`config.mk`:
```
export PLATFORM = sky130hd
export DESIGN_NAME = lsd_fault_sup
export DESIGN_NICKNAME = d
export VERILOG_FILES = /design/src/rtl/lsd_fsup_pkg.sv /design/src/rtl/lsd_ocp_fsm.sv /design/src/rtl/lsd_open_qual.sv /design/src/rtl/lsd_fault_merge.sv /design/src/rtl/lsd_fault_sup.sv
export SDC_FILE = /design/constraint.sdc
export NUM_CORES = 1
export LEC_CHECK = 0
export ABC_AREA = 1
export BUFFER_PORTS_ARGS = -buffer_cell sky130_fd_sc_hd__buf_2
export CAP_MARGIN = 15
export CORE_ASPECT_RATIO = 1.4
export CORE_MARGIN = 2
export CORE_UTILIZATION = 32
export CTS_CLUSTER_DIAMETER = 50
export DETAILED_ROUTE_END_ITERATION = 16
export PLACE_DENSITY = 0.57
export SYNTH_ARGS = -nofsm -noshare
export SYNTH_HDL_FRONTEND = slang
export SYNTH_SLANG_ARGS = --single-unit
```
`constraint.sdc`:
```
create_clock -name clk -period 4.3 [get_ports clk]
set_clock_uncertainty 0.2 [all_clocks]
set_input_delay 0.215 -clock clk [delete_from_list [all_inputs] [get_ports clk]]
set_output_delay 0.215 -clock clk [all_outputs]
set_load 0.02 [all_outputs]
```
`src/rtl/lsd_fsup_pkg.sv`:
```
package lsd_fsup_pkg;

    typedef enum logic [1:0] {
        CH_IDLE,
        CH_DRIVE,
        CH_QUALIFY,
        CH_RETRY
    } ch_state_e;

    // bits needed to hold a count from 0 to n-1
    function automatic int cnt_bits(input int n);
        if (n <= 2) return 1;
        return $clog2(n);
    endfunction

endpackage

```
`src/rtl/lsd_ocp_fsm.sv`:
```
module lsd_ocp_fsm
    import lsd_fsup_pkg::*;
#(
    parameter int DG_CYC    = 438,
    parameter int RETRY_CYC = 150000
) (
    input  logic clk,
    input  logic rst,
    input  logic cmd,
    input  logic oc,
    input  logic ot,
    output logic drive,
    output logic oc_latched
);

    localparam int CMAX = (DG_CYC > RETRY_CYC) ? DG_CYC : RETRY_CYC;
    localparam int CW   = cnt_bits(CMAX);
    localparam logic [CW-1:0] DG_LAST = CW'(DG_CYC - 1);
    localparam logic [CW-1:0] RT_LAST = CW'(RETRY_CYC - 1);

    ch_state_e       state_q, state_d;
    logic [CW-1:0]   cnt_q;

    // state register
    always_ff @(posedge clk) begin
        if (rst) state_q <= CH_IDLE;
        else     state_q <= state_d;
    end

    // next state
    always_comb begin
        state_d = state_q;
        unique case (state_q)
            CH_IDLE: begin
                if (cmd && !ot) state_d = CH_DRIVE;
            end
            CH_DRIVE: begin
                if (!cmd || ot) state_d = CH_IDLE;
                else if (oc)    state_d = CH_QUALIFY;
            end
            CH_QUALIFY: begin
                if (!cmd || ot)           state_d = CH_IDLE;
                else if (!oc)             state_d = CH_DRIVE;
                else if (cnt_q == DG_LAST) state_d = CH_RETRY;
            end
            CH_RETRY: begin
                if (!cmd || cnt_q == RT_LAST) state_d = CH_IDLE;
            end
        endcase
    end

    // interval counter: restarts on every state change
    always_ff @(posedge clk) begin
        if (rst) begin
            cnt_q <= '0;
        end else if (state_q != state_d) begin
            cnt_q <= (state_d == CH_QUALIFY) ? CW'(1) : '0;
        end else if (state_q == CH_QUALIFY || state_q == CH_RETRY) begin
            cnt_q <= cnt_q + 1'b1;
        end
    end

    // outputs
    always_comb begin
        drive      = 1'b0;
        oc_latched = 1'b0;
        unique case (state_q)
            CH_IDLE:    ;
            CH_DRIVE:   drive = 1'b1;
            CH_QUALIFY: drive = 1'b1;
            CH_RETRY:   oc_latched = 1'b1;
        endcase
    end

endmodule

```
`src/rtl/lsd_open_qual.sv`:
```
module lsd_open_qual
    import lsd_fsup_pkg::*;
#(
    parameter int OL_CYC = 1250
) (
    input  logic clk,
    input  logic rst,
    input  logic cmd,
    input  logic drive,
    input  logic open_det,
    output logic ol_latched
);

    localparam int OW = cnt_bits(OL_CYC);
    localparam logic [OW-1:0] OL_LAST = OW'(OL_CYC - 1);

    logic [OW-1:0] cnt_q;
    logic          lat_q;

    always_ff @(posedge clk) begin
        if (rst) begin
            cnt_q <= '0;
            lat_q <= 1'b0;
        end else if (cmd) begin
            cnt_q <= '0;
            lat_q <= 1'b0;
        end else if (lat_q) begin
            cnt_q <= '0;
        end else if (!drive && open_det) begin
            if (cnt_q == OL_LAST) begin
                lat_q <= 1'b1;
                cnt_q <= '0;
            end else begin
                cnt_q <= cnt_q + 1'b1;
            end
        end else begin
            cnt_q <= '0;
        end
    end

    assign ol_latched = lat_q;

endmodule

```
`src/rtl/lsd_fault_merge.sv`:
```
module lsd_fault_merge #(
    parameter int NCH = 4
) (
    input  logic [NCH-1:0] oc_lat,
    input  logic [NCH-1:0] ol_lat,
    input  logic           ot,
    output logic [NCH-1:0] ch_fault,
    output logic           fault_n
);

    always_comb begin
        ch_fault = oc_lat | ol_lat;
        fault_n  = !((|ch_fault) || ot);
    end

endmodule

```
`src/rtl/lsd_fault_sup.sv`:
```
module lsd_fault_sup #(
    parameter int NCH        = 4,
    parameter int OCP_DG_CYC = 438,
    parameter int RETRY_CYC  = 150000,
    parameter int OL_DG_CYC  = 1250
) (
    input  logic           clk,
    input  logic           rst,
    input  logic [NCH-1:0] ch_cmd,
    input  logic [NCH-1:0] ch_oc,
    input  logic [NCH-1:0] ch_open,
    input  logic           over_temp,
    input  logic           under_volt,
    output logic [NCH-1:0] ch_drive,
    output logic [NCH-1:0] ch_fault,
    output logic           fault_n
);

    logic           rst_all;
    logic [NCH-1:0] oc_lat;
    logic [NCH-1:0] ol_lat;

    assign rst_all = rst || under_volt;

    for (genvar g = 0; g < NCH; g++) begin : g_ch
        lsd_ocp_fsm #(
            .DG_CYC    (OCP_DG_CYC),
            .RETRY_CYC (RETRY_CYC)
        ) u_ocp (
            .clk        (clk),
            .rst        (rst_all),
            .cmd        (ch_cmd[g]),
            .oc         (ch_oc[g]),
            .ot         (over_temp),
            .drive      (ch_drive[g]),
            .oc_latched (oc_lat[g])
        );

        lsd_open_qual #(
            .OL_CYC (OL_DG_CYC)
        ) u_open (
            .clk        (clk),
            .rst        (rst_all),
            .cmd        (ch_cmd[g]),
            .drive      (ch_drive[g]),
            .open_det   (ch_open[g]),
            .ol_latched (ol_lat[g])
        );
    end

    lsd_fault_merge #(
        .NCH (NCH)
    ) u_merge (
        .oc_lat   (oc_lat),
        .ol_lat   (ol_lat),
        .ot       (over_temp),
        .ch_fault (ch_fault),
        .fault_n  (fault_n)
    );

endmodule

```
======== Word level (Yosys, flattened, before mapping) ========
Index checks and enable logic that the tools add are counted.
operators by class
  $add $sub $neg .......................... 8
  $mul .................................... 0
  div/mod/pow operators ................... 0
  order comparisons ....................... 0
  eq/ne operators ......................... 32
  shift operators ......................... 0
  mux-type cells .......................... 64
  bitwise gates (word level) .............. 5
  reductions and logical operators ........ 53
operators by type and width
  operator                                                                count
  18-bit two-way mux                                                      8
  18-bit by 1-bit adder with 18-bit output, second input constant         4
  18-bit equality test, second input constant                             4
  18-bit by 9-bit equality test with 1-bit output, second input constant  4
  2-bit two-way mux                                                       28
  11-bit by 1-bit adder with 11-bit output, second input constant         4
  11-bit equality test, second input constant                             4
  2-bit one-hot mux with 4 select lines                                   4
  2-bit equality test, second input constant                              12
  1-bit two-way mux                                                       24
  5-bit OR reduction                                                      4
  2-bit OR reduction                                                      8
  1-bit logical OR                                                        14
  1-bit zero test                                                         10
  2-bit by 1-bit equality test with 1-bit output, second input constant   4
  1-bit logical AND                                                       8
  2-bit zero test                                                         4
  2-bit inequality test                                                   4
  2-bit nonzero test                                                      4
  1-bit inverter                                                          4
  4-bit OR                                                                1
  4-bit OR reduction                                                      1
storage, ports and cells
  flip-flop bits (word level) ............. 128
  bits in latches ......................... 0
  bits in writable memories ............... 0
  bits in read-only memories .............. 0
  input port bits ......................... 16
  output and inout bits ................... 9
  word-level logic and storage cells ...... 178
  memories kept ........................... 0

======== Depth between registers and ports, before layout ========
Gate-level depths: netlist of run 1.
  depth after elaboration ................. 8
  depth in mapped cells ................... 15
  depth with buffers taken out ............ 14

======== Cells and area by module ========
Synthesis of run 1 repeated with hierarchy kept, for this count alone.
unflattened totals
  cell total of the unflattened synthesis .. 1200
  area total of the unflattened synthesis .. 8202.9 sq um
by module, submodules not included
  module                               times used  cells an instance  area each (sq um)  sequential area each (sq um)
  lsd_ocp_fsm                          4           206                1388.8             400.4
  lsd_open_qual at g_ch[0].u_open ...  3           95                 661.9              240.2
  lsd_open_qual at g_ch[3].u_open      1           75                 594.3              240.2
  lsd_fault_merge                      1           13                 56.3               0.0
  lsd_fault_sup                        1           3                  11.3               0.0

======== Least setup slack after synthesis of run 1 ========
Ideal clock, no wire load.
  path type ............................... register -> register
  start ................................... reg g_ch[2].u_ocp.state_q[0]
  end ..................................... reg g_ch[2].u_ocp.cnt_q[6]
  setup time .............................. 0.120 ns
  arrival ................................. 1.834 ns
  data required time ...................... 3.980 ns
  slack ................................... 2.146 ns
  cell stages (with the launch flop) ...... 10
  path buffers ............................ 0
  path through ............................ dfxtp_1 inv_1 ha_1 nor2_1 clkinv_1 nand2_1 nor3b_1 nand2_1 xor2_1 nor2_4
between the ends
  longest elaborated chain between the ends .. 6
ends and longest elaborated chain
  item                                                      line               text
  from (decl)                                               lsd_ocp_fsm.sv:21  ch_state_e state_q, state_d;
  from (signal assigned)                                    lsd_ocp_fsm.sv:27  else state_q <= state_d;
  2-bit two-way mux                                         lsd_ocp_fsm.sv:44  else if (cnt_q == DG_LAST) state_d = CH_RETRY;
  2-bit two-way mux                                         lsd_ocp_fsm.sv:43  else if (!oc) state_d = CH_DRIVE;
  2-bit two-way mux                                         lsd_ocp_fsm.sv:42  if (!cmd || ot) state_d = CH_IDLE;
  2-bit one-hot mux with 4 select lines                     lsd_ocp_fsm.sv:33  unique case (state_q)
  2-bit inequality test                                     lsd_ocp_fsm.sv:56  end else if (state_q != state_d) begin
  18-bit two-way mux or 2-bit nonzero test (tied branches)  --
  to (signal assigned)                                      lsd_ocp_fsm.sv:57  cnt_q <= (state_d == CH_QUALIFY) ? CW'(1) : '0;
  to (signal assigned)                                      lsd_ocp_fsm.sv:59  cnt_q <= cnt_q + 1'b1;
  to (decl)                                                 lsd_ocp_fsm.sv:22  logic [CW-1:0] cnt_q;
Several ways; a longest one is shown, not always the timed one.
A chain may end at the register's enable or synchronous reset.

======== Worst setup path in the final report of run 1 ========
Same ends and word-level chain as after synthesis.

==> results of run 1 <==
cells by family after synthesis:
group                    count (synthesis)
AND/OR/NAND/NOR                        612
XOR/XNOR                                47
buffers and inverters                  149
AO/OA/AOI/OAI                           77
adder cells (fa/ha/maj)                 32
flip-flops                             128
tightest hold or removal path: stages:
cell and delay, ns:
buf_2 0.13, nor2_4 0.14, nand2_1 0.10, nor2_1 0.03
cell usage in the layout, fill, tap and decap left out, types with 3 or more instances in the layout:
master,count
nand2_1,191
nor2_1,187
inv_1,128
dfxtp_1,128
nand3_1,79
xor2_1,42
nor3_1,37
ha_1,32
a21oi_1,31
o21ai_0,31
nor2_4,24
buf_2,24
nand4_1,23
clkbuf_16,17
nor2_2,16
nor3b_1,16
nand2_2,10
dlygate4sd3_1,9
or2_2,6
xnor2_1,5
inv_2,5
nand3_2,5
clkinv_2,5
nor4_1,4
clkbuf_8,4
nand3_4,3
state kept, by name (all words and copies together) (netlist names):
signal                  cells
g_ch.u_open.ol_latched      4
g_ch.u_ocp.state_q          8
g_ch.u_ocp.cnt_q           72
g_ch.u_open.cnt_q          44
cells in the mapped netlist (3+ instances only):
cell type  number  area, sq um
buf_4           4         30.0
inv_1         128          480
xor2_1         42          368
nor2_2         16          100
nand3_2         5         50.1
clkbuf_1        4         15.0
dfxtp_1       128         2560
buf_6           3         33.8
nor3b_1        16          120
xnor2_1         5         43.8
nand2_2        10         62.6
nor3_1         37          185
nand4_1        23          144
nor2_1        187          702
nand3_1        79          395
ha_1           32          400
or2_2           6         37.5
nand2_1       191          717
a21oi_1        31          155
nor2_4         24          270
nand3_4         3         52.6
inv_2           5         18.8
o21ai_0        31          155
nor4_1          4         25.0
per-layer routing:
metal | track usage | wire, microns
met5 | 0 | 0
met4 | 0.0649 | 389
met3 | 0.0281 | 376
met2 | 0.243 | 7940
met1 | 0.141 | 6680
through the flow:
step / setup WS (ns) / cell area [sq um] / std cells / hold WS (ns)
after floorplan: 2.15 / 7390 / 1045 / 0.200
after global placement: 1.89 / 7760 / 1356 / 0.251
after detailed placement: 1.77 / 7760 / 1356 / 0.253
after CTS: 1.77 / 8440 / 1397 / 0.0261
after global routing: 1.58 / 8440 / 1397 / 0.0501
final: 1.81 / 8440 / 1397 / 0.0440
final timing paths:
kind	from	endpoint	slack [ns]	cells past startpoint
setup reg to reg	g_ch[2].u_ocp.state_q[0]	g_ch[2].u_ocp.cnt_q[6]	1.81	9
hold / removal	under_volt	g_ch[2].u_ocp.cnt_q[0]	0.04	4
hold reg to reg	g_ch[0].u_open.cnt_q[0]	g_ch[0].u_open.cnt_q[0]	0.26	1
setup / recovery	g_ch[2].u_ocp.state_q[0]	g_ch[2].u_ocp.cnt_q[6]	1.81	9
area by class of cell:
cell class | instances | share of cell area
clock buffers | 22 | 0.0574
clock inverters | 10 | 0.0129
inverters | 135 | 0.0600
multi-input cells | 768 | 0.497
flip-flops and latches | 128 | 0.303
well taps | 301 | 0.0446
repair buffers | 33 | 0.0249
power groups by stage:
stage               clock (mW)  combinational [mW]  sequential (mW)
floorplan                    0               0.177             1.23
global placement             0               0.211             1.23
detailed placement           0               0.211             1.23
CTS                       1.48               0.216             1.21
global route              1.53               0.238             1.21
finish                    1.44               0.212             1.21
==> results.sh, run 1 <==
export IMPL_run_status="complete, no violations"
export IMPL_cts_sinks=128
export IMPL_synthXorXnorAreaFrac=0.0557
export IMPL_maxSlewViolCount=0
export IMPL_cts_buffers_inserted=17
export IMPL_synthSimpleGateAreaFrac=0.401
export IMPL_cp_top_family="simple AND/OR/NAND/NOR gates"
export IMPL_synth_avg_cell_area_sq_um=7.07
export IMPL_dieWidth_microns=132
export IMPL_power_mw=2.86
export IMPL_ys_warn_count=0
export IMPL_synthesis_nets=1093
export IMPL_cts_tree="yes"
export IMPL_grt_pass1_wl_mm=26.3
export IMPL_initial_core_util=0.327
export IMPL_fin_util=0.373
export IMPL_drtPass1Iterations=5
export IMPL_drc=0
export IMPL_track_usage=0.131
export IMPL_seq_power_share=0.422
export IMPL_maxCapViolations=0
export IMPL_synthAdderAreaFrac=0.0542
export IMPL_power_leakage_nw=3.10
export IMPL_syn_area_sq_um=7390
export IMPL_synthFlopType="dfxtp_1"
export IMPL_clk_pin_slew_worst_paths_ns=0.06
export IMPL_layout_drive_gt1_share=0.120
export IMPL_clkLatencyLatePin_ns=0.43
export IMPL_cts_htree_levels=4
export IMPL_synth_top_family_by_area="simple AND/OR/NAND/NOR gates"
export IMPL_antenna_found_initial=0
export IMPL_p_int_mw=2.17
export IMPL_slew_headroom=0.529
export IMPL_n_antenna_cell=0
export IMPL_hpwlAfterDp_mm=11.5
export IMPL_synth_cell_types=45
export IMPL_critical_path_class="register to register"
export IMPL_wire_per_inst_microns=11.0
export IMPL_vias=6361
export IMPL_synth_compound_area_frac=0.0567
export IMPL_cts_root_buf="clkbuf_16"
export IMPL_crit_required_ns=4.41
export IMPL_synth_edf_count=0
export IMPL_grt_pass1_vias=6057
export IMPL_muxShareOfSynthArea=0
export IMPL_grt_max_degree=19
export IMPL_irDropWorstVdd_mv=0.242
export IMPL_register_area_sq_um=2560
export IMPL_switching_share=0.241
export IMPL_antenna_left=0
export IMPL_ys_ff_latch=128
export IMPL_critical_path_slowest_cell="dfxtp_1"
export IMPL_worstMarginPinSlew_ns=0.705
export IMPL_fin_crit_sh=0.578
export IMPL_ctsHoldBuffers=9
export IMPL_hold_violations=0
export IMPL_first_iter_violations=235
export IMPL_routed_wl_mm=15.4
export IMPL_overflow=0
export IMPL_setup_viol=0
export IMPL_critPathMaxFanout=10
export IMPL_crit_top_cell="nand2_1"
export IMPL_io_buffers=24
export IMPL_ios=25
export IMPL_multi_input_area_sq_um=4190
export IMPL_cp_cell_sequence="inv_1 > ha_1 > nor2_1 > clkinv_1 > nand2_1 > nor3b_1 > nand2_1 > xor2_1 > nor2_4"
export IMPL_pwr_share_clk=0.504
export IMPL_async_flop_share=0
export IMPL_ys_seq_area_frac=0.347
export IMPL_critical_path_buf_inv_count=2
export IMPL_synthCells=1045
export IMPL_hold_path_class="input pin to register"
export IMPL_rsz0062_at_grt="no"
export IMPL_fillCellCount=2492
export IMPL_post_cts_buffers=0
export IMPL_final_setup_tns_ns=0
export IMPL_critPathMaxStageDelay_ns=0.43
export IMPL_pwr_share_comb=0.074
export IMPL_ctsLongestPathBuffers=2
export IMPL_period_needed_ns=2.49
export IMPL_start_kind="register"
export IMPL_arrival_ns=2.60
export IMPL_post_cts_resized=0
export IMPL_core_area_sq_um=22600
export IMPL_die_h_microns=184
export IMPL_syn_to_final_growth_pct=14.3
export IMPL_final_nets=1131
export IMPL_num_rows=65
export IMPL_dieArea_sq_um=24300
export IMPL_max_freq_mhz=402
export IMPL_end_kind="register"
export IMPL_switchingPower_mw=0.688
export IMPL_pwr_density_cell_nw_per_um2=339
export IMPL_drt_vias_per_instance=4.55
export IMPL_place_gp_congestion=0.868
Note: power is estimated with default switching activity, not from simulation.
==> run 2, diff against run 1 <==
Settings changed: PLACE_DENSITY 0.57 to 0.58.
Clock period 4.3 ns to 2.05 ns, I/O delays scaled along.
==> run 2 against run 1 <==
  * Final area grew 19%
  * Critical endpoint is now g_ch[0].u_ocp.cnt_q[0]
  * Global-route usage grew 1.1 points
  * The run now ends with hold timing, setup timing left
  * Clock power grew 130%
  * Highest routed layer unchanged
  * Core utilization grew 7.3 points
  * Critical path type unchanged
  * Critical path depth grew 3
  * Sequential share of layout area shrank 4.3 points
  * Largest cell class unchanged
  * First-iteration DRC count shrank 20%
  * Count of clock-buffer cells in the layout is the same
==> results.sh, run 2 (synthesis gave the netlist of run 1 again) <==
export IMPL_n_antenna_cell=0
export IMPL_antenna_left=0
export IMPL_initial_core_util=0.327
export IMPL_whs_ns=-0.0181
export IMPL_arrival_ns=2.25
export IMPL_final_common_cell="nand2_1"
export IMPL_seq_power_share=0.382
export IMPL_reg_top3="g_ch.u_ocp.cnt_q: 72 flops, g_ch.u_open.cnt_q: 44 flops, g_ch.u_ocp.state_q: 8 flops"
export IMPL_drt_vias_per_instance=4.57
export IMPL_finish_instance_area_sq_um=10100
export IMPL_largest_reg_flops=72
export IMPL_p_int_mw=5.04
export IMPL_clk_pin_slew_worst_paths_ns=0.06
export IMPL_power_leakage_nw=3.70
export IMPL_pwr_share_clk=0.504
export IMPL_dpl_cell_count=1431
export IMPL_layout_drive_gt1_share=0.319
export IMPL_pwr_density_cell_nw_per_um2=657
export IMPL_hold_path_class="input pin to register"
export IMPL_grt_pass1_wl_mm=28.6
export IMPL_violations="hold timing, setup timing"
export IMPL_fin_crit_sh=1.03
export IMPL_irDropWorstVdd_mv=0.612
export IMPL_fin_ws_ns=-0.0590
export IMPL_overflow=0
export IMPL_wire_per_inst_microns=11.5
export IMPL_post_layout_nonfiller_instances=1495
export IMPL_whs_path_depth=5
export IMPL_r2r_cells=12
export IMPL_slew_headroom=0.713
export IMPL_setup_viol=13
export IMPL_layout_common_cells="170 x nand2_1, 152 x nor2_1, 115 x inv_1"
export IMPL_rsz0062_at_grt="yes"
export IMPL_cts_buffers_inserted=17
export IMPL_start_kind="register"
export IMPL_drc=0
export IMPL_first_iter_violations=189
export IMPL_switching_share=0.239
export IMPL_cts_htree_levels=4
export IMPL_die_h_microns=184
export IMPL_vias=6834
export IMPL_hpwlAfterDp_mm=12.1
export IMPL_worstMarginPinSlew_ns=0.427
export IMPL_place_gp_congestion=0.859
export IMPL_dieArea_sq_um=24300
export IMPL_placed_cell_area_sq_um=8330
export IMPL_antenna_found_initial=0
export IMPL_maxCapViolations=0
export IMPL_cts_tree="yes"
export IMPL_cts_root_buf="clkbuf_16"
export IMPL_hold_violations=5
export IMPL_final_setup_tns_ns=-0.228
export IMPL_cts_sinks=128
export IMPL_clkLatencyLatePin_ns=0.43
export IMPL_track_usage=0.142
export IMPL_routed_wl_mm=17.2
export IMPL_grt_pass1_vias=6637
export IMPL_grt_max_degree=17
export IMPL_maxSlewViolCount=0
export IMPL_critPathMaxFanout=3
export IMPL_pwr_share_comb=0.114
export IMPL_switchingPower_mw=1.58
export IMPL_ctsLongestPathBuffers=2
export IMPL_end_kind="register"
export IMPL_dieWidth_microns=132
export IMPL_crit_required_ns=2.20
export IMPL_run_status="finished with violations"
export IMPL_final_nets=1229
export IMPL_critical_path_class="register to register"
export IMPL_io_buffers=24
export IMPL_drtPass1Iterations=4
export IMPL_max_freq_mhz=474
export IMPL_num_rows=65
export IMPL_regMostFlops="g_ch.u_ocp.cnt_q"
export IMPL_core_area_sq_um=22600
export IMPL_period_needed_ns=2.11
export IMPL_syn_to_final_growth_pct=36.5
export IMPL_ios=25
==> run 2: cell count changes in the layout (fill, tap and decap cells not counted), moves of 16 or more <==
cell,change
dfxtp_2,+16
dfxtp_1,-29
nand2_1,-21
nand3_1,-23
nand3_2,+21
nor2_2,+24
nor2_1,-35
buf_4,+83
==> run 2: what timing repair did <==
action                                  in CTS  in global routing
resized for setup                           16                209
hold endpoints to repair                    14                  0
endpoints found under the setup margin      39                 97
hold buffers                                14                  0
cloned                                       1                  3
pin swaps                                    5                 66
buffers inserted                             3                 12
==> run 2: layout make-up <==
cell class	instances	area (sq um)
Multi-Input combinational cell	771	4910
Tap cell	301	377
Timing Repair Buffer	128	1000
Sequential cell	128	2630
Clock buffer	22	464
Clock inverter	10	181
Inverter	135	515
Fill cell	2280	12500
==> run 2: power by group through the flow <==
stage               clock network, mW  registers [mW]  logic [mW]
global placement                    0            2.58       0.530
global route                     3.52            2.53       0.827
finish                           3.34            2.53       0.755
floorplan                           0            2.58       0.372
CTS                              3.43            2.53       0.589
detailed placement                  0            2.58       0.534
==> run 2: metal layers <==
metal	track usage	wire length (microns)
met1	0.152	7400
met2	0.269	9180
met3	0.0273	360
met4	0.0637	300
met5	0	0
==> run 2: per-stage QoR <==
stage | util | total power, mW | worst slack (ns)
5_1_grt | 0.446 | 6.88 | -0.151
6_report | 0.446 | 6.63 | -0.0590
2_1_floorplan | - | 2.95 | -0.0258
3_3_place_gp | 0.368 | 3.11 | -0.0361
4_1_cts | 0.408 | 6.55 | -0.0279
3_5_place_dp | 0.368 | 3.12 | -0.0899
==> run 2: path summary, 6_finish.rpt <==
kind	start	endpoint	slack [ns]
setup / recovery	g_ch[0].u_ocp.cnt_q[0]	g_ch[0].u_ocp.cnt_q[0]	-0.06
hold / removal	ch_open[2]	g_ch[2].u_open.cnt_q[1]	-0.02
setup reg to reg	g_ch[0].u_ocp.cnt_q[0]	g_ch[0].u_ocp.cnt_q[0]	-0.06
hold reg to reg	g_ch[1].u_open.cnt_q[0]	g_ch[1].u_open.cnt_q[0]	0.23
==> run 2: worst max-delay path: stages (launching register included) <==
cell and delay [ns]:
dfxtp_4 0.37, ha_2 0.21, nand3_2 0.09, nor2_2 0.10, nand3_2 0.10, nand3_2 0.11, nand3_4 0.10, nand3_2 0.08
nand2_2 0.07, nor2_4 0.28, buf_6 0.16, nor2_2 0.03, nor2_1 0.12
